--- src/rtl/ring10_pkg.sv ---
package ring10_pkg;

  // Control decoded for the ring register each cycle, in priority order
  typedef struct packed {
    logic clr;   // master clear or reset
    logic load;  // debug write
    logic adv;   // one legal advance
  } ring_ctrl_t;

  // Worst-case advances allowed to get back into the legal loop
  localparam int RECOVER_LIMIT = 11;

endpackage

--- src/rtl/ring10_edge_detect.sv ---
module ring10_edge_detect #(
  parameter int SYNC_DEPTH = 2
) (
  input  logic clk,
  input  logic rst,
  input  logic step_up,
  input  logic step_dn,
  output logic adv
);
  localparam int MSB = SYNC_DEPTH - 1;

  logic [MSB:0] up_sync;
  logic [MSB:0] dn_sync;
  logic         up_prev;
  logic         dn_prev;
  logic         up_now;
  logic         dn_now;

  always_ff @(posedge clk) begin
    if (rst) begin
      up_sync <= '0;
      dn_sync <= '0;
      up_prev <= 1'b0;
      dn_prev <= 1'b0;
    end else begin
      up_sync <= {up_sync[MSB-1:0], step_up};
      dn_sync <= {dn_sync[MSB-1:0], step_dn};
      up_prev <= up_sync[MSB];
      dn_prev <= dn_sync[MSB];
    end
  end

  assign up_now = up_sync[MSB];
  assign dn_now = dn_sync[MSB];

  // The gating level comes from the same synchronized sample as the edge
  always_comb begin
    adv = (up_now & ~up_prev & ~dn_now) |
          (~dn_now & dn_prev & up_now);
  end
endmodule

--- src/rtl/ring10_core.sv ---
module ring10_core
  import ring10_pkg::*;
#(
  parameter int STAGES = 5
) (
  input  logic              clk,
  input  logic              rst,
  input  ring_ctrl_t        ctrl,
  input  logic [STAGES-1:0] load_val,
  output logic [STAGES-1:0] state_q
);
  localparam int TOP = STAGES - 1;

  logic [STAGES-1:0] nxt;
  logic              upper_any;

  // Stage 1 takes stage 0 unless that would spread a stray one: a 1,0
  // pair at the bottom is legal only when all higher stages are clear.
  always_comb begin
    upper_any = |state_q[TOP:2];
    nxt       = {state_q[TOP-1:0], ~state_q[TOP]};
    nxt[1]    = state_q[0] & (state_q[1] | ~upper_any);
  end

  always_ff @(posedge clk) begin
    if (rst || ctrl.clr) begin
      state_q <= '0;
    end else if (ctrl.load) begin
      state_q <= load_val;
    end else if (ctrl.adv) begin
      state_q <= nxt;
    end
  end
endmodule

--- src/rtl/ring10_decode.sv ---
module ring10_decode #(
  parameter int STAGES = 5,
  localparam int NOUT = 2 * STAGES
) (
  input  logic              clk,
  input  logic              rst,
  input  logic              clr,
  input  logic [STAGES-1:0] state,
  output logic [NOUT-1:0]   dec_q,
  output logic              carry_n_q
);
  localparam int TOP = STAGES - 1;

  logic [NOUT-1:0] dec_d;

  // Each output looks at one adjacent pair of the twisted ring
  for (genvar k = 0; k < NOUT; k++) begin : g_pair
    if (k == 0) begin : g_zero
      assign dec_d[k] = ~state[TOP] & ~state[0];
    end else if (k < STAGES) begin : g_fill
      assign dec_d[k] = state[k-1] & ~state[k];
    end else if (k == STAGES) begin : g_full
      assign dec_d[k] = state[TOP] & state[0];
    end else begin : g_drain
      assign dec_d[k] = ~state[k-STAGES-1] & state[k-STAGES];
    end
  end

  always_ff @(posedge clk) begin
    if (rst || clr) begin
      dec_q     <= NOUT'(1);
      carry_n_q <= 1'b1;
    end else begin
      dec_q     <= dec_d;
      carry_n_q <= ~state[TOP];
    end
  end
endmodule

--- src/rtl/ring10_counter.sv ---
module ring10_counter
  import ring10_pkg::*;
#(
  parameter int STAGES     = 5,
  parameter int SYNC_DEPTH = 2
) (
  input  logic                  clk,
  input  logic                  rst,
  input  logic                  master_clr,
  input  logic                  step_up,
  input  logic                  step_dn,
  input  logic                  dbg_load,
  input  logic [STAGES-1:0]     dbg_value,
  output logic [2*STAGES-1:0]   dec_out,
  output logic                  carry_n
);
  logic              adv_pulse;
  logic [STAGES-1:0] state_q;
  ring_ctrl_t        ctrl;

  ring10_edge_detect #(.SYNC_DEPTH(SYNC_DEPTH)) edge_i (
    .clk     (clk),
    .rst     (rst),
    .step_up (step_up),
    .step_dn (step_dn),
    .adv     (adv_pulse)
  );

  always_comb begin
    ctrl.clr  = master_clr;
    ctrl.load = dbg_load;
    ctrl.adv  = adv_pulse;
  end

  ring10_core #(.STAGES(STAGES)) core_i (
    .clk      (clk),
    .rst      (rst),
    .ctrl     (ctrl),
    .load_val (dbg_value),
    .state_q  (state_q)
  );

  ring10_decode #(.STAGES(STAGES)) dec_i (
    .clk       (clk),
    .rst       (rst),
    .clr       (master_clr),
    .state     (state_q),
    .dec_q     (dec_out),
    .carry_n_q (carry_n)
  );
endmodule

--- config.mk ---
export PLATFORM = sky130hd
export DESIGN_NAME = ring10_counter
export DESIGN_NICKNAME = d
export VERILOG_FILES = /design/src/rtl/ring10_pkg.sv /design/src/rtl/ring10_edge_detect.sv /design/src/rtl/ring10_core.sv /design/src/rtl/ring10_decode.sv /design/src/rtl/ring10_counter.sv
export SDC_FILE = /design/constraint.sdc
export NUM_CORES = 1
export LEC_CHECK = 0
export CORE_AREA = 3 3 44 56
export DETAILED_ROUTE_END_ITERATION = 12
export DIE_AREA = 0 0 47 59
export GPL_TIMING_DRIVEN = 0
export PLACE_DENSITY = 0.61
export SLEW_MARGIN = 20
export SYNTH_ARGS = -nofsm -noshare
export SYNTH_HDL_FRONTEND = slang
export SYNTH_SLANG_ARGS = --single-unit
--- constraint.sdc ---
create_clock -name clk -period 3.3 [get_ports clk]
set_clock_uncertainty 0.2 [all_clocks]
set_input_delay 0.66 -clock clk [delete_from_list [all_inputs] [get_ports clk]]
set_output_delay 0.66 -clock clk [all_outputs]
set_load 0.02 [all_outputs]
==> run summary, run 1 <==
initial antenna violation count - 0
CTS sink cnt - 22
Area contributors post-synth - dfxtp_1, nor3b_1, nor2b_1
count of cell types in the netlist - 23
Post-Synth Adder-Cell Area - 0%
synthesis-to-finish area growth - 35.6%
worst slack, placed - 1.06 ns
WS Path Type - reg -> out
Buf/Inv on CP - 1
Starting Density - 37.1%
chip height - 59 um
hold buffers post-CTS - 0
CTS resizes - 0
CP Capture Type - output port
LEAKAGE - 0.000360 uW
top-level I/O count - 22
status - finished, final reports clean
Avg Cell Area, Syn - 10.8 um^2
H-tree Lvls - 1
Worst R2R Start - edge_i.dn_sync[1]
Longest Clk Path Bufs - 2
drt first pass iters - 4
crit share post-route - 63.0%
Die W - 47 um
CP Data Required Time - 2.44 ns
Final nets - 104
Synth Area in Compound Gates - 12.1%
most frequent cells in the layout - dfxtp_1, clkdlybuf4s50_1, nor3b_1
clk slew on worst S/H paths - 0.11 ns
CP startpoint - dec_i.dec_q[2]
syn nets - 79
vias in the first global route - 482
delay of the slowest cell on the worst path - 0.59 ns
fin. max-slew vios - 0
DRC viols - 0
Worst VDD drop - 0.268 mV
commonest non-fill, non-tap cell in the layout - dfxtp_1
drt total wl - 1270 um
largest net degree at the start of global routing - 13
ordered cell list for the critical path - clkdlybuf4s50_1
FMAX - 481 MHz
crit path max fanout - 1
post-synthesis mux area share - 0%
GP Congestion - 0.693
Worst path slowest cell - clkdlybuf4s50_1
sequential fraction of the synthesis area - 60.0%
Arr. time, crit path - 1.22 ns
largest family of logic cells by synthesized area - simple AND/OR/NAND/NOR gates
Switch Pwr - 100 uW
Yosys top cell area share - 60.0%
Hold Path Origin - edge_i.up_sync[0]
routed vias/inst - 5.05
max-cap violations - 0
Worst Setup Start Kind - flop
Port-buffer cells - 20
HP Class - reg -> reg
via count - 566
Routed Antenna Nets - 0
share of cells above drive strength 1 - 9.78%
Yosys reg bits - 22
Root Driver - clkbuf_4
Post-Synth Simple-Gate Area - 26.4%
CTS tree - yes
power share of the combinational group - 8.9%
sequential group share of total power - 60.2%
RSZ-0062 raised after global routing - false
drt first-iter violations - 6
first-pass GRT wire length - 2020 um
yosys warns - 0
clk_lat worst skew - 0.30 ns
Synth Instances - 68
Final Hold Vio Count - 0
DR WL/cell - 11.4 um
Clock power frac - 30.9%
Tot GR Track Use - 10.4%
internal power component - 364 uW
cell taking the most area after synthesis - dfxtp_1
Synth Cell Area - 734 um^2
Post-DP HPWL - 956 um
die area - 0.00277 mm^2
CTS buffer count - 3
setup TNS - 0 ns
area of the core - 0.00198 mm^2
Worst-Margin Slew - 0.413 ns
site row count - 18
max-slew headroom at the worst pin - 72.5%
Net Sw Frac - 21.6%
total power per unit cell area - 466 mW/mm^2
Synth Area in XOR/XNOR - 0%
crit path time final - 2.08 ns
global route total overflow - 0
worst setup margin - 1.22 ns
final setup fails - 0
CP top delay family - buffers and inverters
Inserted Diodes - 0
post-CTS setup buffers - 0
## final timing paths
kind / end / slack [ns] / cells past startpoint
setup / recovery: dec_out[2] / 1.22 / 1
hold / removal: edge_i.up_sync[1] / 0.26 / 1
setup reg to reg: core_i.state_q[1] / 1.92 / 3
hold reg to reg: edge_i.up_sync[1] / 0.26 / 1
## routing by layer
| metal | track usage, % | up-vias | share of wire [%] |
|---|---|---|---|
| met2 | 15.5 | 20 | 49 |
| met5 | 0 | - | 0 |
| met3 | 2.74 | 2 | 6.4 |
| met1 | 12.7 | 256 | 42 |
| li1 | - | 288 | - |
| met4 | 7.11 | 0 | 2.0 |
## cell usage after synthesis
cell and n:
nand2b_4 1, o211ai_1 1, o21ai_0 4, nor2_2 1, or3_1 1, o311a_1 1, o31ai_2 1, nor2b_2 1
nor3b_1 7, a211oi_1 3, nor2b_1 6, o2111ai_1 1, inv_1 1, nor4_1 3, clkbuf_1 2, and3_1 1
or2_1 1, nand3_1 1, nand2_1 2, o21a_1 1, or2_2 1, dfxtp_1 22, nor2_1 5
## state kept, by name (all words and copies together), names as in the netlist
name and cells:
dec_i.carry_n_q 1, edge_i.dn_prev 1, edge_i.up_prev 1, core_i.state_q 5
edge_i.dn_sync 2, dec_i.dec_q 10, edge_i.up_sync 2
## power by group through the flow
| stage | registers, uW | clock network, uW | logic (uW) |
|---|---|---|---|
| 6_report | 279 | 143 | 41.2 |
| 5_1_grt | 281 | 159 | 45.2 |
| 4_1_cts | 280 | 150 | 41.7 |
| 2_1_floorplan | 287 | 0 | 19.0 |
| 3_5_place_dp | 286 | 0 | 41.5 |
| 3_3_place_gp | 285 | 0 | 41.2 |
## cell families (layout without fill, tap and decap cells)
kind of cell	after synthesis	count (layout)
AOI/OAI and AO/OA	12	12
DFF	22	22
buffers and inverters	3	27
and+or+nand+nor	31	31
## layout make-up
cell class / count / area, um^2
Sequential cell: 22 / 440
Clock buffer: 4 / 36.3
Timing Repair Buffer: 20 / 200
Buffer: 2 / 7.51
Tap cell: 20 / 25.0
Fill cell: 182 / 986
Multi-Input combinational cell: 43 / 283
Inverter: 1 / 3.75
## through the flow
| stage | util (%) | total power [uW] | area, um^2 | hold WS (ns) | instances |
|---|---|---|---|---|---|
| after floorplan | - | 306 | 734 | 0.214 | 68 |
| after global placement | 48.4 | 327 | 960 | 0.218 | 108 |
| after detailed placement | 48.4 | 327 | 960 | 0.234 | 108 |
| after CTS | 50.3 | 471 | 996 | 0.262 | 112 |
| after global routing | 50.3 | 485 | 996 | 0.281 | 112 |
| final | 50.3 | 464 | 996 | 0.259 | 112 |
(Power assumes the default switching activity.)
==> run 2, diff against run 1 <==
--- a/config.mk
+++ b/config.mk
@@ -9,7 +9,7 @@
 export DETAILED_ROUTE_END_ITERATION = 12
 export DIE_AREA = 0 0 47 59
 export GPL_TIMING_DRIVEN = 0
-export PLACE_DENSITY = 0.61
+export PLACE_DENSITY = 0.63
 export SLEW_MARGIN = 20
 export SYNTH_ARGS = -nofsm -noshare
 export SYNTH_HDL_FRONTEND = slang
==> constraint.sdc (replaced) <==
create_clock -name clk -period 1.7 [get_ports clk]
set_clock_uncertainty 0.2 [all_clocks]
set_input_delay 0.34 -clock clk [delete_from_list [all_inputs] [get_ports clk]]
set_output_delay 0.34 -clock clk [all_outputs]
set_load 0.02 [all_outputs]
==> run summary, run 2 (synthesis gave the netlist of run 1 again) <==
HP Class - in -> reg (was reg -> reg)
Routed Antenna Nets - 0 (unchanged)
WHS - 0.204 ns (was 0.259 ns)
final setup fails - 0 (unchanged)
CP Capture Type - output port (unchanged)
delay of the slowest cell on the worst path - 0.32 ns (was 0.59 ns)
most frequent cells in the layout - dfxtp_1, dlygate4sd2_1, clkdlybuf4s50_1 (was dfxtp_1, clkdlybuf4s50_1, nor3b_1)
Top Registers - dec_i.dec_q: 10 flops, core_i.state_q: 5 flops (unchanged)
CTS sink cnt - 22 (unchanged)
largest net degree at the start of global routing - 12 (was 13)
Critical R2R Capture - core_i.state_q[1] (unchanged)
first-pass GRT wire length - 2180 um (was 2020 um)
H-tree Lvls - 1 (unchanged)
clk slew on worst S/H paths - 0.11 ns (about the same)
LEAKAGE - 0.000400 uW (was 0.000360 uW)
crit share post-route - 87.1%
Worst VDD drop - 0.424 mV (was 0.268 mV)
Hold Path Origin - rst (was edge_i.up_sync[0])
crit path max fanout - 1 (unchanged)
WHS Path Cells - 2 (was 1)
Die W - 47 um (unchanged)
power share of the combinational group - 9.2% (was 8.9%)
CTS buffer count - 3 (unchanged)
Worst-Margin Slew - 0.412 ns (was 0.413 ns)
global route total overflow - 0 (unchanged)
total power per unit cell area - 866 mW/mm^2 (was 466 mW/mm^2)
Inserted Diodes - 0 (unchanged)
site row count - 18 (unchanged)
drt total wl - 1320 um (was 1270 um)
CP Data Required Time - 1.16 ns (was 2.44 ns)
Worst R2R Start - edge_i.dn_sync[1] (unchanged)
commonest non-fill, non-tap cell in the layout - dfxtp_1 (unchanged)
fillers - 202 (was 182)
Starting Density - 37.1% (unchanged)
ordered cell list for the critical path - dlygate4sd2_1 (was clkdlybuf4s50_1)
Longest Clk Path Bufs - 2 (unchanged)
WS Path Type - reg -> out (unchanged)
max-cap violations - 0 (unchanged)
Worst path slowest cell - dfxtp_1 (was clkdlybuf4s50_1)
area occupied by registers - 440 um^2 (unchanged)
hold buffers post-CTS - 0 (unchanged)
Buf/Inv on CP - 1 (unchanged)
die area - 0.00277 mm^2 (unchanged)
synthesis-to-finish area growth - 32.2% (was 35.6%)
total power - 841 uW (was 464 uW)
DP Cell Count - 108 (unchanged)
Port-buffer cells - 20 (unchanged)
critical path depth in cells - 1 (unchanged)
chip height - 59 um (unchanged)
DR WL/cell - 11.9 um (was 11.4 um)
Final nets - 104 (unchanged)
internal power component - 655 uW (was 364 uW)
Worst Setup Start Kind - flop (unchanged)
post-CTS setup buffers - 0 (unchanged)
Final Hold Vio Count - 0 (unchanged)
RSZ-0062 raised after global routing - false (unchanged)
sequential group share of total power - 64.5% (was 60.2%)
fin area - 971 um^2 (was 996 um^2)
Net Sw Frac - 22.1% (was 21.6%)
FF-to-FF setup slack - 0.32 ns (was 1.92 ns)
max-slew headroom at the worst pin - 72.5% (about the same)
DRC viols - 0 (unchanged)
drt first pass iters - 4 (unchanged)
area of the core - 0.00198 mm^2 (unchanged)
status - finished, final reports clean (unchanged)
Switch Pwr - 186 uW (was 100 uW)
initial antenna violation count - 0 (unchanged)
R2R depth - 3 (unchanged)
CTS tree - yes (unchanged)
CP top delay family - flip-flops (was buffers and inverters)
via count - 566 (unchanged)
Root Driver - clkbuf_4 (unchanged)
Post-DP HPWL - 941 um (was 956 um)
vias in the first global route - 515 (was 482)
drt first-iter violations - 13 (was 6)
hold-critical path endpoint - edge_i.dn_sync[1] (was edge_i.up_sync[1])
crit path time final - 1.48 ns
Tot GR Track Use - 11.1% (was 10.4%)
Layout Cells excl Fill - 111 (was 112)
Arr. time, crit path - 0.94 ns (was 1.22 ns)
Clock power frac - 26.3% (was 30.9%)
footprint of the multi-input gates - 283 um^2 (unchanged)
dpl cell area - 960 um^2 (unchanged)
share of cells above drive strength 1 - 8.79% (was 9.78%)
routed vias/inst - 5.10 (was 5.05)
fin. max-slew vios - 0 (unchanged)
FMAX - 676 MHz
top-level I/O count - 22 (unchanged)
clk_lat worst skew - 0.30 ns (about the same)
max reg flops - 10 (unchanged)
GP Congestion - 0.751 (was 0.693)
Top reg by flops - dec_i.dec_q (unchanged)
run 2: power groups by stage:
| stage | Combinational (uW) | Clock, uW | Sequential [uW] |
|---|---|---|---|
| final | 77.2 | 222 | 542 |
| after global routing | 85.7 | 250 | 545 |
| after CTS | 78.0 | 231 | 542 |
| after detailed placement | 80.7 | 0 | 554 |
| after global placement | 79.8 | 0 | 553 |
| after floorplan | 36.9 | 0 | 557 |
run 2: worst max path at each step:
stage                              endpoint           start
final                            dec_out[7]  dec_i.dec_q[7]
after global routing             dec_out[9]  dec_i.dec_q[9]
after CTS                    dec_i.dec_q[7]             rst
after detailed placement     dec_i.dec_q[7]             rst
after global placement       dec_i.dec_q[8]             rst
after floorplan           core_i.state_q[1]        dbg_load
run 2: layer usage:
metal | GRT usage (%) | up-vias | share of wire, %
met1 | 13.3 | 253 | 46
met4 | 7.11 | 0 | 2.3
met3 | 3.04 | 4 | 6.7
met2 | 16.9 | 22 | 45
li1 | - | 287 | -
met5 | 0 | - | 0
run 2: through the flow:
step	setup slack, ns	TNS (ns)	util [%]
3_3_place_gp	-0.174	-1.80	48.4
2_1_floorplan	0.387	0	-
4_1_cts	0.0441	0	48.9
3_5_place_dp	-0.262	-2.17	48.4
6_report	0.220	0	49.0
5_1_grt	0.148	0	49.0
run 2: repair_timing:
item,4_1_cts,5_1_grt
resized for setup,11,1
endpoints found under the hold margin,0,0
setup endpoints to repair,11,1
run 2: layout make-up:
type	count	area share [%]
clock buffer	3	2.32
tap	20	2.58
multi-input combinational	43	29.1
buffer	2	0.773
sequential	22	45.4
timing repair buffer	20	19.5
inverter	1	0.387
